File: src/rtl/pwm_trig_pkg.sv
package pwm_trig_pkg;
    typedef enum logic {
        PH_UP   = 1'b0,
        PH_DOWN = 1'b1
    } phase_e;

    localparam logic [1:0] SEL_PERIOD = 2'd0;
    localparam logic [1:0] SEL_CMP    = 2'd1;
    localparam logic [1:0] SEL_CTRL   = 2'd2;
endpackage

File: src/rtl/pwm_trig_regs.sv
module pwm_trig_regs
    import pwm_trig_pkg::*;
#(
    parameter int CNT_W = 8,
    parameter int PS_W  = 4
) (
    input  logic             clk,
    input  logic             rst_n,
    input  logic             wr_en,
    input  logic [1:0]       wr_addr,
    input  logic [CNT_W:0]   wr_data,
    output logic [CNT_W-1:0] period_q,
    output logic [CNT_W-1:0] cmp_q,
    output logic             dir_sel_q,
    output logic             mode_q,
    output logic             idle_stop_q,
    output logic [PS_W-1:0]  ps_ratio_q,
    output logic             cmp_wr
);
    localparam int PS_LO = 2;
    localparam int PS_HI = PS_LO + PS_W - 1;

    assign cmp_wr = wr_en && (wr_addr == SEL_CMP);

    always_ff @(posedge clk) begin
        if (!rst_n) begin
            period_q    <= '0;
            cmp_q       <= '1;
            dir_sel_q   <= 1'b0;
            mode_q      <= 1'b0;
            idle_stop_q <= 1'b0;
            ps_ratio_q  <= '0;
        end else if (wr_en) begin
            unique case (wr_addr)
                SEL_PERIOD: period_q <= wr_data[CNT_W-1:0];
                SEL_CMP: begin
                    cmp_q     <= wr_data[CNT_W-1:0];
                    dir_sel_q <= wr_data[CNT_W];
                end
                SEL_CTRL: begin
                    mode_q      <= wr_data[0];
                    idle_stop_q <= wr_data[1];
                    ps_ratio_q  <= wr_data[PS_HI:PS_LO];
                end
                default: ;
            endcase
        end
    end
endmodule

File: src/rtl/pwm_trig_timebase.sv
module pwm_trig_timebase
    import pwm_trig_pkg::*;
#(
    parameter int CNT_W = 8
) (
    input  logic             clk,
    input  logic             rst_n,
    input  logic             run,
    input  logic             mode_q,
    input  logic [CNT_W-1:0] period_q,
    output logic [CNT_W-1:0] cnt,
    output phase_e           phase
);
    phase_e           phase_nx;
    logic [CNT_W-1:0] cnt_nx;

    // state register
    always_ff @(posedge clk) begin
        if (!rst_n) begin
            phase <= PH_UP;
            cnt   <= '0;
        end else begin
            phase <= phase_nx;
            cnt   <= cnt_nx;
        end
    end

    // transitions: FREEZE, STEP_UP, STEP_DOWN, TURN_TOP, TURN_BOTTOM
    always_comb begin
        phase_nx = phase;
        cnt_nx   = cnt;
        if (!run) begin
            phase_nx = phase;
            cnt_nx   = cnt;
        end else if (!mode_q) begin
            phase_nx = PH_UP;
            cnt_nx   = (cnt >= period_q) ? '0 : cnt + 1'b1;
        end else begin
            unique case (phase)
                PH_UP: begin
                    if (cnt >= period_q) begin
                        phase_nx = PH_DOWN;
                    end else begin
                        cnt_nx = cnt + 1'b1;
                    end
                end
                PH_DOWN: begin
                    if (cnt == '0) begin
                        phase_nx = PH_UP;
                    end else begin
                        cnt_nx = cnt - 1'b1;
                    end
                end
                default: phase_nx = PH_UP;
            endcase
        end
    end
endmodule

File: src/rtl/pwm_trig_event.sv
module pwm_trig_event
    import pwm_trig_pkg::*;
#(
    parameter int CNT_W = 8,
    parameter int PS_W  = 4
) (
    input  logic             clk,
    input  logic             rst_n,
    input  logic             run,
    input  logic [CNT_W-1:0] cnt,
    input  phase_e           phase,
    input  logic             mode_q,
    input  logic [CNT_W-1:0] cmp_q,
    input  logic             dir_sel_q,
    input  logic [PS_W-1:0]  ps_ratio_q,
    input  logic             cmp_wr,
    output logic [PS_W-1:0]  ps_cnt,
    output logic             adc_start
);
    logic   hit;
    logic   fire;
    phase_e want;

    always_comb begin
        want = dir_sel_q ? PH_DOWN : PH_UP;
        hit  = run && !cmp_wr && (cnt == cmp_q) && (!mode_q || (phase == want));
        fire = hit && (ps_cnt >= ps_ratio_q);
    end

    // postscaler state
    always_ff @(posedge clk) begin
        if (!rst_n) begin
            ps_cnt <= '0;
        end else if (cmp_wr || fire) begin
            ps_cnt <= '0;
        end else if (hit) begin
            ps_cnt <= ps_cnt + 1'b1;
        end
    end

    // output pulse
    always_ff @(posedge clk) begin
        if (!rst_n) begin
            adc_start <= 1'b0;
        end else begin
            adc_start <= fire;
        end
    end
endmodule

File: src/rtl/pwm_adc_trig.sv
module pwm_adc_trig
    import pwm_trig_pkg::*;
#(
    parameter int CNT_W = 8,
    parameter int PS_W  = 4
) (
    input  logic           clk,
    input  logic           rst_n,
    input  logic           wr_en,
    input  logic [1:0]     wr_addr,
    input  logic [CNT_W:0] wr_data,
    input  logic           idle_req,
    output logic           adc_start
);
    logic [CNT_W-1:0] period_q;
    logic [CNT_W-1:0] cmp_q;
    logic             dir_sel_q;
    logic             mode_q;
    logic             idle_stop_q;
    logic [PS_W-1:0]  ps_ratio_q;
    logic             cmp_wr;
    logic             run;
    logic [CNT_W-1:0] cnt;
    phase_e           phase;
    logic [PS_W-1:0]  ps_cnt;

    assign run = !(idle_req && idle_stop_q);

    pwm_trig_regs #(.CNT_W(CNT_W), .PS_W(PS_W)) u_regs (
        .clk(clk), .rst_n(rst_n), .wr_en(wr_en), .wr_addr(wr_addr),
        .wr_data(wr_data), .period_q(period_q), .cmp_q(cmp_q),
        .dir_sel_q(dir_sel_q), .mode_q(mode_q), .idle_stop_q(idle_stop_q),
        .ps_ratio_q(ps_ratio_q), .cmp_wr(cmp_wr)
    );

    pwm_trig_timebase #(.CNT_W(CNT_W)) u_tb (
        .clk(clk), .rst_n(rst_n), .run(run), .mode_q(mode_q),
        .period_q(period_q), .cnt(cnt), .phase(phase)
    );

    pwm_trig_event #(.CNT_W(CNT_W), .PS_W(PS_W)) u_evt (
        .clk(clk), .rst_n(rst_n), .run(run), .cnt(cnt), .phase(phase),
        .mode_q(mode_q), .cmp_q(cmp_q), .dir_sel_q(dir_sel_q),
        .ps_ratio_q(ps_ratio_q), .cmp_wr(cmp_wr), .ps_cnt(ps_cnt),
        .adc_start(adc_start)
    );
endmodule

File: config.mk
export PLATFORM = sky130hd
export DESIGN_NAME = pwm_adc_trig
export DESIGN_NICKNAME = d
export VERILOG_FILES = /design/src/rtl/pwm_trig_pkg.sv /design/src/rtl/pwm_trig_regs.sv /design/src/rtl/pwm_trig_timebase.sv /design/src/rtl/pwm_trig_event.sv /design/src/rtl/pwm_adc_trig.sv
export SDC_FILE = /design/constraint.sdc
export NUM_CORES = 1
export LEC_CHECK = 0
export BUFFER_PORTS_ARGS = -buffer_cell sky130_fd_sc_hd__buf_2
export CAP_MARGIN = 20
export CORE_MARGIN = 1
export CORE_UTILIZATION = 55
export CTS_CLUSTER_SIZE = 40
export DETAILED_ROUTE_END_ITERATION = 8
export GPL_ROUTABILITY_DRIVEN = 0
export PLACE_DENSITY = 0.73
export REMOVE_ABC_BUFFERS = 1
export SYNTH_ARGS = -nofsm -noshare
export SYNTH_HDL_FRONTEND = slang
export SYNTH_HIERARCHICAL = 1
export SYNTH_SLANG_ARGS = --single-unit
File: constraint.sdc
create_clock -name clk -period 2.75 [get_ports clk]
set_input_delay 0.1375 -clock clk [delete_from_list [all_inputs] [get_ports clk]]
set_output_delay 0.1375 -clock clk [all_outputs]
set_load 0.01 [all_outputs]
# ---- Word-level counts from Yosys, hierarchy flattened
# Cells that the tools add are included.
dict set report word_totals {
  reg_bits 37
  ram_bits 0
  memories 0
  latch_bits 0
  rom_bits 0
  output_inout_bits 1
  elab_cells 52
}
dict set report op_classes {
  n_mul 0
  bitwise 3
  n_addsub 3
  n_div 0
  n_shift 0
  eq_ne 6
  n_mux 10
  n_reduce_logical 18
  order_cmp 2
}
# operator count
set ops {}
lappend ops {{$mux 8} 4}
lappend ops {{$pmux 8 s2} 1}
lappend ops {{$add 8x1->8 const B} 1}
lappend ops {{$eq 8x8->1} 1}
lappend ops {{$ge 8x8->1} 1}
lappend ops {{$logic_not 8->1} 1}
lappend ops {{$sub 8x1->8 const B} 1}
lappend ops {{$logic_and 1x1->1} 6}
lappend ops {{$ne 3x3->1 const B} 2}
lappend ops {{$reduce_and 2->1} 3}
lappend ops {{$add 4x1->4 const B} 1}
lappend ops {{$ge 4x4->1} 1}
lappend ops {{$mux 1} 4}
lappend ops {{$logic_not 1->1} 3}
lappend ops {{$not 1->1} 3}
lappend ops {{$reduce_and 3->1} 1}
lappend ops {{$eq 2x1->1 const B} 1}
lappend ops {{$eq 2x2->1 const B} 1}
lappend ops {{$logic_not 2->1} 1}
lappend ops {{$logic_or 1x1->1} 2}
lappend ops {{$pmux 1 s2} 1}
lappend ops {{$reduce_or 2->1} 1}
lappend ops {{$eq 1x1->1} 1}

# ---- Logic depth before layout (Yosys ltp)
# Gate-level depths: netlist of run 1.
dict set report logic_depth {
  depth_word 9
  ltp_mapped 8
}

# ---- By module
# The synthesis of run 1 kept the hierarchy.
# mod area_per_inst_um2 seq_area_each_um2 n_inst cells_per_inst
set by_module_without_submodules {}
lappend by_module_without_submodules {pwm_trig_regs 942.2 460.4 1 98}
lappend by_module_without_submodules {pwm_trig_timebase 934.6 180.2 1 121}
lappend by_module_without_submodules {pwm_trig_event 520.5 100.1 1 63}
lappend by_module_without_submodules {pwm_adc_trig 3.8 0.0 1 1}

# ---- Least setup slack after synthesis of run 1
# Ideal clock, no wire load.
dict set report synth_timing {
  kind {register -> register}
  start {register u_tb.cnt[0]}
  end {register u_tb.cnt[6]}
  stages_incl_launch_ff 9
  arrival_ns 2.223
  required_ns 2.624
  setup_slack_ns 0.401
  setup_ns 0.126
  path_buffers 0
  period_less_slack_ns 2.349
  cell_sequence {dfxtp_1 -> inv_1 -> ha_1 -> nand2b_1 -> a2111oi_0 -> o211a_1 -> nor2_8 -> nor4_1 -> nor3_2}
}
dict set report synth_via {
  elab_chain_cells 4
}
# item line_no
set synth_lines {}
lappend synth_lines {{start: declaration} pwm_trig_timebase.sv:11} ;# output logic [CNT_W-1:0] cnt,
lappend synth_lines {{start signal: assignment} pwm_trig_timebase.sv:24} ;# cnt <= cnt_nx;
lappend synth_lines {{$sub 8x1->8 or $add 8x1->8 (tied branches)} {pwm_trig_timebase.sv:51, pwm_trig_timebase.sv:37, pwm_trig_timebase.sv:44}}
lappend synth_lines {{$mux 8, on equally long branches} {pwm_trig_timebase.sv:48, pwm_trig_timebase.sv:41}}
lappend synth_lines {{$pmux 8 s2} pwm_trig_timebase.sv:39} ;# unique case (phase)
lappend synth_lines {{$mux 8} pwm_trig_timebase.sv:35} ;# end else if (!mode_q) begin
# Several ways; a longest one is shown, not always the timed one. The select of a mux whose other input is x is not followed.
# A chain may end at the register's enable or synchronous reset.

# ---- Worst setup path in the final report of run 1
# Same ends and word-level chain as after synthesis.

==> results_dict.tcl, run 1 <==
set metrics [dict create \
    die_area_mm2 0.00463 \
    numPlacedInstances 343 \
    cp-end-kind "register" \
    period_minus_slack_ns 2.38 \
    whs_ns 0.0952 \
    critical_path.startpoint_type "register" \
    clkPwrFrac 0.373 \
    p_int_mw 0.920 \
    grt_pass1_vias 1852 \
    postCtsHoldBufs 0 \
    slew_viol_final 0 \
    grt_antenna_before_repair 0 \
    drive_above_1_share 0.120 \
    min_from "wr_data[8]" \
    synth-edff-count 0 \
    fin_area_mm2 0.00263 \
    combPwrFrac 0.177 \
    viasPerCell 5.82 \
    grt_usage 0.261 \
    diodes 0 \
    synth.top_cell.area_share 0.308 \
    stdcell_count 351 \
    grt_max_degree 24 \
    reg2reg_from "u_tb/cnt[0]$_SDFFE_PN0P_" \
    hold_viol 0 \
    cts_tree "done" \
    syn_area_mm2 0.00240 \
    whs_path_depth 3 \
    run_status "finished, final reports clean" \
    max_freq_mhz 420 \
    setup_tns_ns 0 \
    fp.dieH_um 68.1 \
    dp_hpwl_um 3960 \
    layout_common_cells "45 x nand2_1, 37 x dfxtp_1, 26 x inv_1" \
    first_pass_iters 4 \
    ys_top_cells_by_area "dfxtp_1 31%, ha_1 8.3%, mux2i_1 7.1%, nand2_1 7.0%, inv_1 4.1%" \
    postCtsSetupBuffers 0 \
    start_util 0.588 \
    crit_fanout 9 \
    port_buffers 15 \
    die-width_um 68.1 \
    grt-ovfl-total 0 \
    finalPower_mw 1.26 \
    seq_power_share 0.450 \
    slew_headroom 0.617 \
    path_clk_slew_ns 0.07 \
    p_leak_nw 1.13 \
    ant_nets 0 \
    cts_max_level 2 \
    yosysTopAreaCell "dfxtp_1" \
    drtIter0Drc 103 \
    syn_area_per_cell_um2 8.48 \
    r2r-end "u_tb/cnt[6]$_SDFFE_PN0P_" \
    cts_sinks 37 \
    async_flop_share 0 \
    setup_viol 0 \
    core_mm2 0.00409 \
    critPathArrivalTime_ns 2.56 \
    fin_crit_sh 0.866 \
    switching_share 0.272 \
    grt_pass1_wl_um 8760 \
    postCtsResizedCells 0 \
    yosysWarnings 6 \
    nFillCells 368 \
    final_common_cell "nand2_1" \
    worstMarginPinSlew_ns 0.560 \
    r2r_cells 8 \
    wl_per_cell_um 15.4 \
    ys_types 55 \
    yosysSeqAreaShare 0.308 \
    placed_area_mm2 0.00252 \
    synthToLayoutAreaGrowth_pct 9.48 \
    dr_total_vias 2042 \
    power.switching_mw 0.344 \
    cts_buffer_depth 2 \
    power_density_mw_per_mm2 481 \
    cap_viol_max_count 0 \
    criticalPathCategory "reg2reg" \
    io_pins 16 \
    rrSetupSlack_ns 0.37 \
    irDropWorstVdd_mv 0.302 \
    fin_worst_skew_ns 0.00366 \
    min_to "u_regs/dir_sel_q$_SDFFE_PN0P_" \
    wirelength_um 5420 \
    clkLatencyLatePin_ns 0.29 \
    rsz0062_at_grt "false" \
    ys_ff_latch 37 \
    cp_data_required_time_ns 2.92 \
    layout.nets 331 \
    cts-root-buf "clkbuf_8" \
    min_path_type "in2reg" \
    synth_cells 283 \
    synth_ff_type "dfxtp_1" \
    drc 0 \
    rows 23 \
    numCtsBuffers 5 \
]
-- flip-flops by register name, summed over array words and instances, names as in the netlist --
| signal | cells |
|---|---|
| u_evt/adc_start | 1 |
| u_evt/ps_cnt | 4 |
| u_regs/cmp_q | 8 |
| u_regs/dir_sel_q | 1 |
| u_regs/idle_stop_q | 1 |
| u_regs/mode_q | 1 |
| u_regs/period_q | 8 |
| u_regs/ps_ratio_q | 4 |
| u_tb/cnt | 8 |
| u_tb/phase | 1 |
-- cell usage after synthesis (all sizes together), types with 4 or more instances --
cell / n
o21ai: 4
nand4: 4
buf: 7
nor3: 6
inv: 26
nor4: 5
o211ai: 11
clkbuf: 5
nand2b: 13
nor2b: 6
mux2i: 17
nor2: 5
a21oi: 16
nand2: 45
dfxtp: 37
nand4b: 10
ha: 16
xnor2: 5
-- worst max-delay path: stages (launching register included) --
cell       delay (ns)
dfxtp_1          0.31
inv_1            0.15
ha_1             0.25
nand2b_1         0.14
a2111oi_0        0.55
o211a_1          0.36
nor2_8           0.08
nor4_1           0.36
nor3_2           0.07
-- cell type report --
class / count / area, µm² / share of cell area
Inverter: 26 / 97.6 / 0.0371
Clock inverter: 2 / 38.8 / 0.0148
Tap cell: 50 / 62.6 / 0.0238
Timing Repair Buffer: 22 / 128 / 0.0485
Multi-Input combinational cell: 208 / 1490 / 0.566
Clock buffer: 6 / 72.6 / 0.0276
Sequential cell: 37 / 741 / 0.282
-- cell families after synthesis --
| family | Yosys count | synth area share |
|---|---|---|
| muxes | 17 | 0.0709 |
| adders and majority gates | 16 | 0.0834 |
| AOI/OAI and AO/OA | 54 | 0.159 |
| xor gates and xnor gates | 8 | 0.0292 |
| DFF | 37 | 0.308 |
| and+or+nand+nor | 113 | 0.277 |
| buffers and inverters | 38 | 0.0714 |
-- how the worst max path moves through the flow --
stage | start | to | slack [ns] | cells after the start
2_1_floorplan | u_tb/cnt[0]$_SDFFE_PN0P_ | u_tb/cnt[6]$_SDFFE_PN0P_ | 0.40 | 8
3_3_place_gp | u_tb/cnt[2]$_SDFFE_PN0P_ | u_tb/cnt[5]$_SDFFE_PN0P_ | 0.47 | 4
3_5_place_dp | u_tb/cnt[0]$_SDFFE_PN0P_ | u_tb/cnt[6]$_SDFFE_PN0P_ | 0.41 | 8
4_1_cts | u_tb/cnt[0]$_SDFFE_PN0P_ | u_tb/cnt[6]$_SDFFE_PN0P_ | 0.40 | 8
5_1_grt | u_tb/cnt[0]$_SDFFE_PN0P_ | u_tb/cnt[6]$_SDFFE_PN0P_ | 0.24 | 8
6_report | u_tb/cnt[0]$_SDFFE_PN0P_ | u_tb/cnt[6]$_SDFFE_PN0P_ | 0.37 | 8
-- per-layer routing --
metal  vias to the layer above  global-route usage  wire length, µm
met1                       942               0.352             2550
met5                         -                   0                0
met2                        49               0.418             2610
met4                         0              0.0885               56
met3                         5              0.0417              196
li1                       1046                   -                -
-- power by group through the flow --
stage	Combinational, mW	Clock, mW	Sequential (mW)
after floorplan	0.140	0	0.582
after global placement	0.215	0	0.580
after detailed placement	0.217	0	0.581
after CTS	0.220	0.483	0.568
after global routing	0.244	0.508	0.570
final	0.223	0.472	0.568
-- stage by stage --
stage,util,worst slack (ns)
after floorplan,-,0.401
after global placement,0.616,0.473
after detailed placement,0.616,0.412
after CTS,0.643,0.396
after global routing,0.643,0.236
final,0.643,0.369
Note: power is estimated with default switching activity, not from simulation.
==> run 2, diff against run 1 <==
ABC_AREA = 1   (was unset)
==> run 2 against run 1 <==
- critical path depth increased by 1
- worst setup slack better by 0.47 ns
- wire length increased by 6.2%
- die area up 7.5%
- clock power increased by 5.9%
- power rose by 33%
- clock-buffer cell count rose by 1
- via count is 18% higher
- first-iteration DRC count grew 46%
- design area rose by 4.7%
- sequential power increased by 13%
==> results_dict.tcl, run 2 <==
set metrics [dict create \
    grt_antenna_before_repair 0 \
    r2r-end "u_tb/cnt[0]$_SDFFE_PN0P_" \
    yosysSeqAreaShare 0.286 \
    cts_sinks 37 \
    critical_path.startpoint_type "register" \
    period_minus_slack_ns 1.91 \
    fin_util 0.619 \
    cts_max_level 2 \
    ys_ff_latch 37 \
    drtIter0Drc 150 \
    crit_fanout 10 \
    path_clk_slew_ns 0.08 \
    irDropWorstVdd_mv 0.301 \
    r2r_cells 9 \
    port_buffers 15 \
    critPathArrivalTime_ns 2.15 \
    syn_area_per_cell_um2 6.50 \
    first_pass_iters 4 \
    cts-root-buf "clkbuf_8" \
    max_freq_mhz 522 \
    hold_viol 0 \
    slowest_stage "dfxtp_1" \
    cts_tree "done" \
    rows 24 \
    core_mm2 0.00444 \
    run_status "finished, final reports clean" \
    die_area_mm2 0.00498 \
    fin_crit_sh 0.696 \
    clkLatencyLatePin_ns 0.29 \
    min_to "u_regs/dir_sel_q$_SDFFE_PN0P_" \
    viasPerCell 5.20 \
    drc 0 \
    ant_nets 0 \
    yosysTopAreaCell "dfxtp_1" \
    slew_viol_final 0 \
    layout.nets 441 \
    top_layer "met4" \
    grt-ovfl-total 0 \
    combPwrFrac 0.321 \
    cts_buffer_depth 2 \
    slew_headroom 0.625 \
    synthMostInstantiatedCell "nand2_1" \
    p_int_mw 1.07 \
    p_leak_nw 1.44 \
    ys_types 31 \
    stdcell_count 463 \
    io_pins 16 \
    multiInputGateArea_mm2 0.00151 \
    synth_cells 398 \
    min_path_type "in2reg" \
    synth-edff-count 0 \
    die-width_um 70.6 \
    wl_per_cell_um 12.4 \
    drive_above_1_share 0.139 \
    cap_viol_max_count 0 \
    clkPwrFrac 0.298 \
    crit_path_max_incr_delay_ns 0.56 \
    power_density_mw_per_mm2 611 \
    grt_pass1_wl_um 10000 \
    synthToLayoutAreaGrowth_pct 6.39 \
    finalPower_mw 1.68 \
    final_common_cell "nand2_1" \
    worstPathCellList "ha_1 -> a21oi_1 -> o21a_1 -> nand3_1 -> nand2_4 -> nand2_4 -> nand2_1 -> nand2_1 -> nor2_1" \
    yosys-top-cells-count "112 x nand2_1, 52 x inv_1, 43 x nor2_1" \
    grt_max_degree 31 \
    synth.top_cell.area_share 0.286 \
    met2WireLength_um 2620 \
    seq_power_share 0.381 \
    fin_worst_skew_ns 0.00342 \
    wl_met3_um 245 \
    register_area_um2 741 \
    yosysWarnings 6 \
    async_flop_share 0 \
    postCtsHoldBufs 0 \
    dr_total_vias 2407 \
    rsz0062_at_grt "false" \
    cp-end-kind "register" \
    power.switching_mw 0.612 \
    syn_area_mm2 0.00259 \
    wirelength_um 5760 \
    min_from "wr_data[8]" \
    ys_top_cells_by_area "dfxtp_1 29%, nand2_1 16%, nand3_1 8.1%, ha_1 7.7%, inv_1 7.5%" \
    grt_pass1_vias 2138 \
    reg2reg_from "u_tb/cnt[5]$_SDFFE_PN0P_" \
    fp.dieH_um 70.6 \
    postCtsSetupBuffers 0 \
    setup_viol 0 \
    whs_path_depth 3 \
    numPlacedInstances 455 \
    criticalPathCategory "reg2reg" \
    numCtsBuffers 5 \
    dp_hpwl_um 4190 \
    start_util 0.582 \
    synth_ff_type "dfxtp_1" \
    nFillCells 441 \
    worstMarginPinSlew_ns 0.562 \
    switching_share 0.364 \
    setup_tns_ns 0 \
    wl_met1_um 2830 \
    diodes 0 \
    rrSetupSlack_ns 0.84 \
    grt_usage 0.255 \
    postCtsResizedCells 0 \
    cp_data_required_time_ns 2.98 \
    top_regs "u_regs/cmp_q: 8 flops, u_regs/period_q: 8 flops, u_tb/cnt: 8 flops" \
    layout_common_cells "112 x nand2_1, 52 x inv_1, 43 x nor2_1" \
]
run 2: cell types whose count changed after synthesis, sizes merged, moves of 13 or more:
| cell | previous run | this run |
|---|---|---|
| nand2b | 13 | 0 |
| mux2i | 17 | 0 |
| nand2 | 45 | 119 |
| nand3 | 2 | 46 |
| inv | 26 | 62 |
| nor2 | 5 | 55 |
run 2: layer usage:
| metal | GRT usage | up-vias |
|---|---|---|
| met5 | 0 | - |
| met4 | 0.0778 | 0 |
| met3 | 0.0456 | 7 |
| li1 | - | 1271 |
| met2 | 0.411 | 47 |
| met1 | 0.351 | 1082 |
run 2: logic make-up (layout without fill, tap and decap cells):
group	Yosys count	after routing	share of synthesized area
compound gates	28	28	0.0571
xor+xnor	6	6	0.0203
fa+ha+maj	16	16	0.0774
buf+inv	75	88	0.131
flops	37	37	0.286
simple gates	236	236	0.428
run 2: worst max path at each step:
| stage | end | startpoint | slack, ns |
|---|---|---|---|
| final | u_tb/cnt[0]$_SDFFE_PN0P_ | u_tb/cnt[5]$_SDFFE_PN0P_ | 0.84 |
| after global routing | u_tb/cnt[6]$_SDFFE_PN0P_ | u_tb/cnt[5]$_SDFFE_PN0P_ | 0.61 |
| after CTS | u_tb/cnt[1]$_SDFFE_PN0P_ | u_tb/cnt[0]$_SDFFE_PN0P_ | 0.86 |
| after detailed placement | u_tb/cnt[1]$_SDFFE_PN0P_ | u_tb/cnt[0]$_SDFFE_PN0P_ | 0.90 |
| after global placement | u_tb/cnt[6]$_SDFFE_PN0P_ | u_tb/cnt[5]$_SDFFE_PN0P_ | 0.95 |
| after floorplan | u_tb/cnt[6]$_SDFFE_PN0P_ | u_tb/cnt[5]$_SDFFE_PN0P_ | 1.12 |
run 2: final cells by class:
type / instances / area share
multi-input combinational: 286 / 0.548
sequential: 37 / 0.269
inverter: 64 / 0.0873
clock buffer: 7 / 0.0314
timing repair buffer: 16 / 0.0300
tap: 52 / 0.0236
clock inverter: 1 / 0.0109
run 2: critical path, delay by kind of cell, from the launching register on:
kind | cells | cell delay, ns
AO/OA/AOI/OAI | 2 | 0.33
adder cells (fa/ha/maj) | 1 | 0.32
flip-flops | 1 | 0.56
AND/OR/NAND/NOR | 6 | 0.65
run 2: power by group through the flow:
| stage | clock network [mW] | registers [mW] | logic (mW) |
|---|---|---|---|
| floorplan | 0 | 0.631 | 0.415 |
| finish | 0.500 | 0.641 | 0.540 |
| global placement | 0 | 0.650 | 0.516 |
| CTS | 0.506 | 0.640 | 0.534 |
| detailed placement | 0 | 0.652 | 0.528 |
| global route | 0.530 | 0.650 | 0.618 |
run 2: through the flow:
step	hold WS, ns	cell area, µm²	worst slack [ns]
CTS	0.0655	2750	0.863
global placement	0.371	2640	0.954
floorplan	0.222	2490	1.12
global route	0.0858	2750	0.609
detailed placement	0.372	2640	0.900
finish	0.0658	2750	0.835
==> run 3, diff against run 2 <==
clock period = 1.8 ns   (was 2.75 ns; I/O delays follow)
==> run 3 against run 2 <==
- cell count grew 3.0%
- first-iteration DRC count increased by 17%
- clock skew rose by 0.0026 ns
- clock power is 13% higher
- sequential cell count unchanged
- wire length is 4.7% higher
- worst setup slack lost 0.71 ns
- sequential power rose by 47%
==> results_dict.tcl, run 3 (synthesis gave the netlist of run 2 again) <==
set metrics [dict create \
    run_status "finished, final reports clean" \
    drtIter0Drc 176 \
    min_path_type "in2reg" \
    port_buffers 15 \
    clkPwrFrac 0.230 \
    numCtsBuffers 5 \
    power.switching_mw 0.941 \
    grt_max_degree 26 \
    crit_top_cell "nand2_1" \
    power_density_mw_per_mm2 862 \
    layout_common_cells "112 x nand2_1, 52 x inv_1, 43 x nor2_1" \
    top_regs "u_regs/cmp_q: 8 flops, u_regs/period_q: 8 flops, u_tb/cnt: 8 flops" \
    ant_nets 0 \
    setup_viol 0 \
    start_util 0.582 \
    clkLatencyLatePin_ns 0.29 \
    grt_antenna_before_repair 0 \
    io_pins 16 \
    critPathBufInv 1 \
    critical_path.startpoint_type "register" \
    cap_viol_max_count 0 \
    worstMarginPinSlew_ns 0.348 \
    cts_tree "done" \
    critPathArrivalTime_ns 1.86 \
    final_common_cell "nand2_1" \
    die_area_mm2 0.00498 \
    stdcell_count 477 \
    dp_slack_ns 0.0903 \
    worstPathCellList "inv_1 -> ha_1 -> nand2_1 -> nand3_1 -> nand2_1 -> nand2_1 -> nand2_1 -> nand3_2 -> nand2_4 -> nand2_4 -> nor2_1 -> nor2_1" \
    crit_fanout 8 \
    p_int_mw 1.51 \
    criticalPathCategory "reg2reg" \
    diodes 0 \
    cts-root-buf "clkbuf_8" \
    grt-ovfl-total 0 \
    seq_power_share 0.386 \
    dp_hpwl_um 4560 \
    slew_headroom 0.768 \
    fin_crit_sh 0.932 \
    p_leak_nw 1.50 \
    layout.nets 455 \
    cp_data_required_time_ns 1.99 \
    slew_viol_final 0 \
    cp-end-kind "register" \
    wl_per_cell_um 12.6 \
    fin_util 0.639 \
    combPwrFrac 0.385 \
    die-width_um 70.6 \
    drive_above_1_share 0.176 \
    core_mm2 0.00444 \
    setup_tns_ns 0 \
    grt_usage 0.257 \
    slowest_stage "dfxtp_1" \
    viasPerCell 5.22 \
    rows 24 \
    fp.dieH_um 70.6 \
    irDropWorstVdd_mv 0.490 \
    dr_total_vias 2490 \
    cts_buffer_depth 2 \
    drc 0 \
    first_pass_iters 4 \
    switching_share 0.384 \
    setup_slack_ns 0.123 \
    grt_pass1_wl_um 10000 \
    postCtsSetupBuffers 0 \
    finalPower_mw 2.45 \
    grt_pass1_vias 2188 \
    crit_path_max_incr_delay_ns 0.33 \
    cts_max_level 2 \
    wirelength_um 6030 \
    period_minus_slack_ns 1.68 \
    fin_worst_skew_ns 0.00604 \
    max_freq_mhz 596 \
    numPlacedInstances 468 \
    synthToLayoutAreaGrowth_pct 9.82 \
    path_clk_slew_ns 0.08 \
    cts_sinks 37 \
    critPathTopFamily "simple AND/OR/NAND/NOR gates" \
    hold_viol 0 \
]
[run 3: changes by cell type in the layout (fill, tap and decap cells not counted), sizes merged]
| cell | change |
|---|---|
| buf | +13 |
| bufinv | -1 |
| clkbuf | -1 |
| clkinv | +2 |
| nand2 | +1 |
[run 3: metal layers]
layer | global-route usage | share of wire | up-vias
li1 | - | - | 1297
met1 | 0.367 | 0.50 | 1130
met2 | 0.402 | 0.45 | 57
met3 | 0.0470 | 0.046 | 6
met4 | 0.0667 | 0.010 | 0
met5 | 0 | 0 | -
[run 3: worst paths after layout]
check	from	cells after the start	slack (ns)	to
hold / removal	wr_data[8]	3	0.03	u_regs/dir_sel_q$_SDFFE_PN0P_
setup / recovery	u_regs/period_q[1]$_SDFFE_PN0P_	12	0.12	u_tb/cnt[6]$_SDFFE_PN0P_
setup reg to reg	u_regs/period_q[1]$_SDFFE_PN0P_	12	0.12	u_tb/cnt[6]$_SDFFE_PN0P_
hold reg to reg	u_regs/cmp_q[4]$_SDFFE_PN1P_	2	0.48	u_regs/cmp_q[4]$_SDFFE_PN1P_
[run 3: per-stage QoR]
stage / instance area (µm²) / hold slack [ns]
2_1_floorplan: 2490 / 0.175
3_3_place_gp: 2730 / 0.321
3_5_place_dp: 2730 / 0.330
4_1_cts: 2820 / 0.0251
5_1_grt: 2840 / 0.0493
6_report: 2840 / 0.0258
[run 3: what timing repair did]
action	4_1_cts	5_1_grt
resized for setup	0	6
endpoints found under the setup margin	0	8
hold buffers	0	0
hold endpoints to repair	0	0
[run 3: layout make-up]
class,count,area (µm²)
Multi-Input combinational cell,287,1530
Clock inverter,2,10.0
Fill cell,432,1600
Clock buffer,6,72.6
Sequential cell,37,746
Inverter,64,240
Tap cell,52,65.1
Timing Repair Buffer,29,180
[run 3: power groups by stage]
stage	combinational (mW)	sequential, mW	clock (mW)
6_report	0.942	0.945	0.563
5_1_grt	1.05	0.953	0.623
4_1_cts	0.911	0.935	0.580
3_5_place_dp	0.906	0.955	0
3_3_place_gp	0.893	0.950	0
2_1_floorplan	0.633	0.965	0
[run 3: worst min-delay path: stages]
cell    delay, ns
buf_2        0.07
nor2_1       0.04
nor2_1       0.08
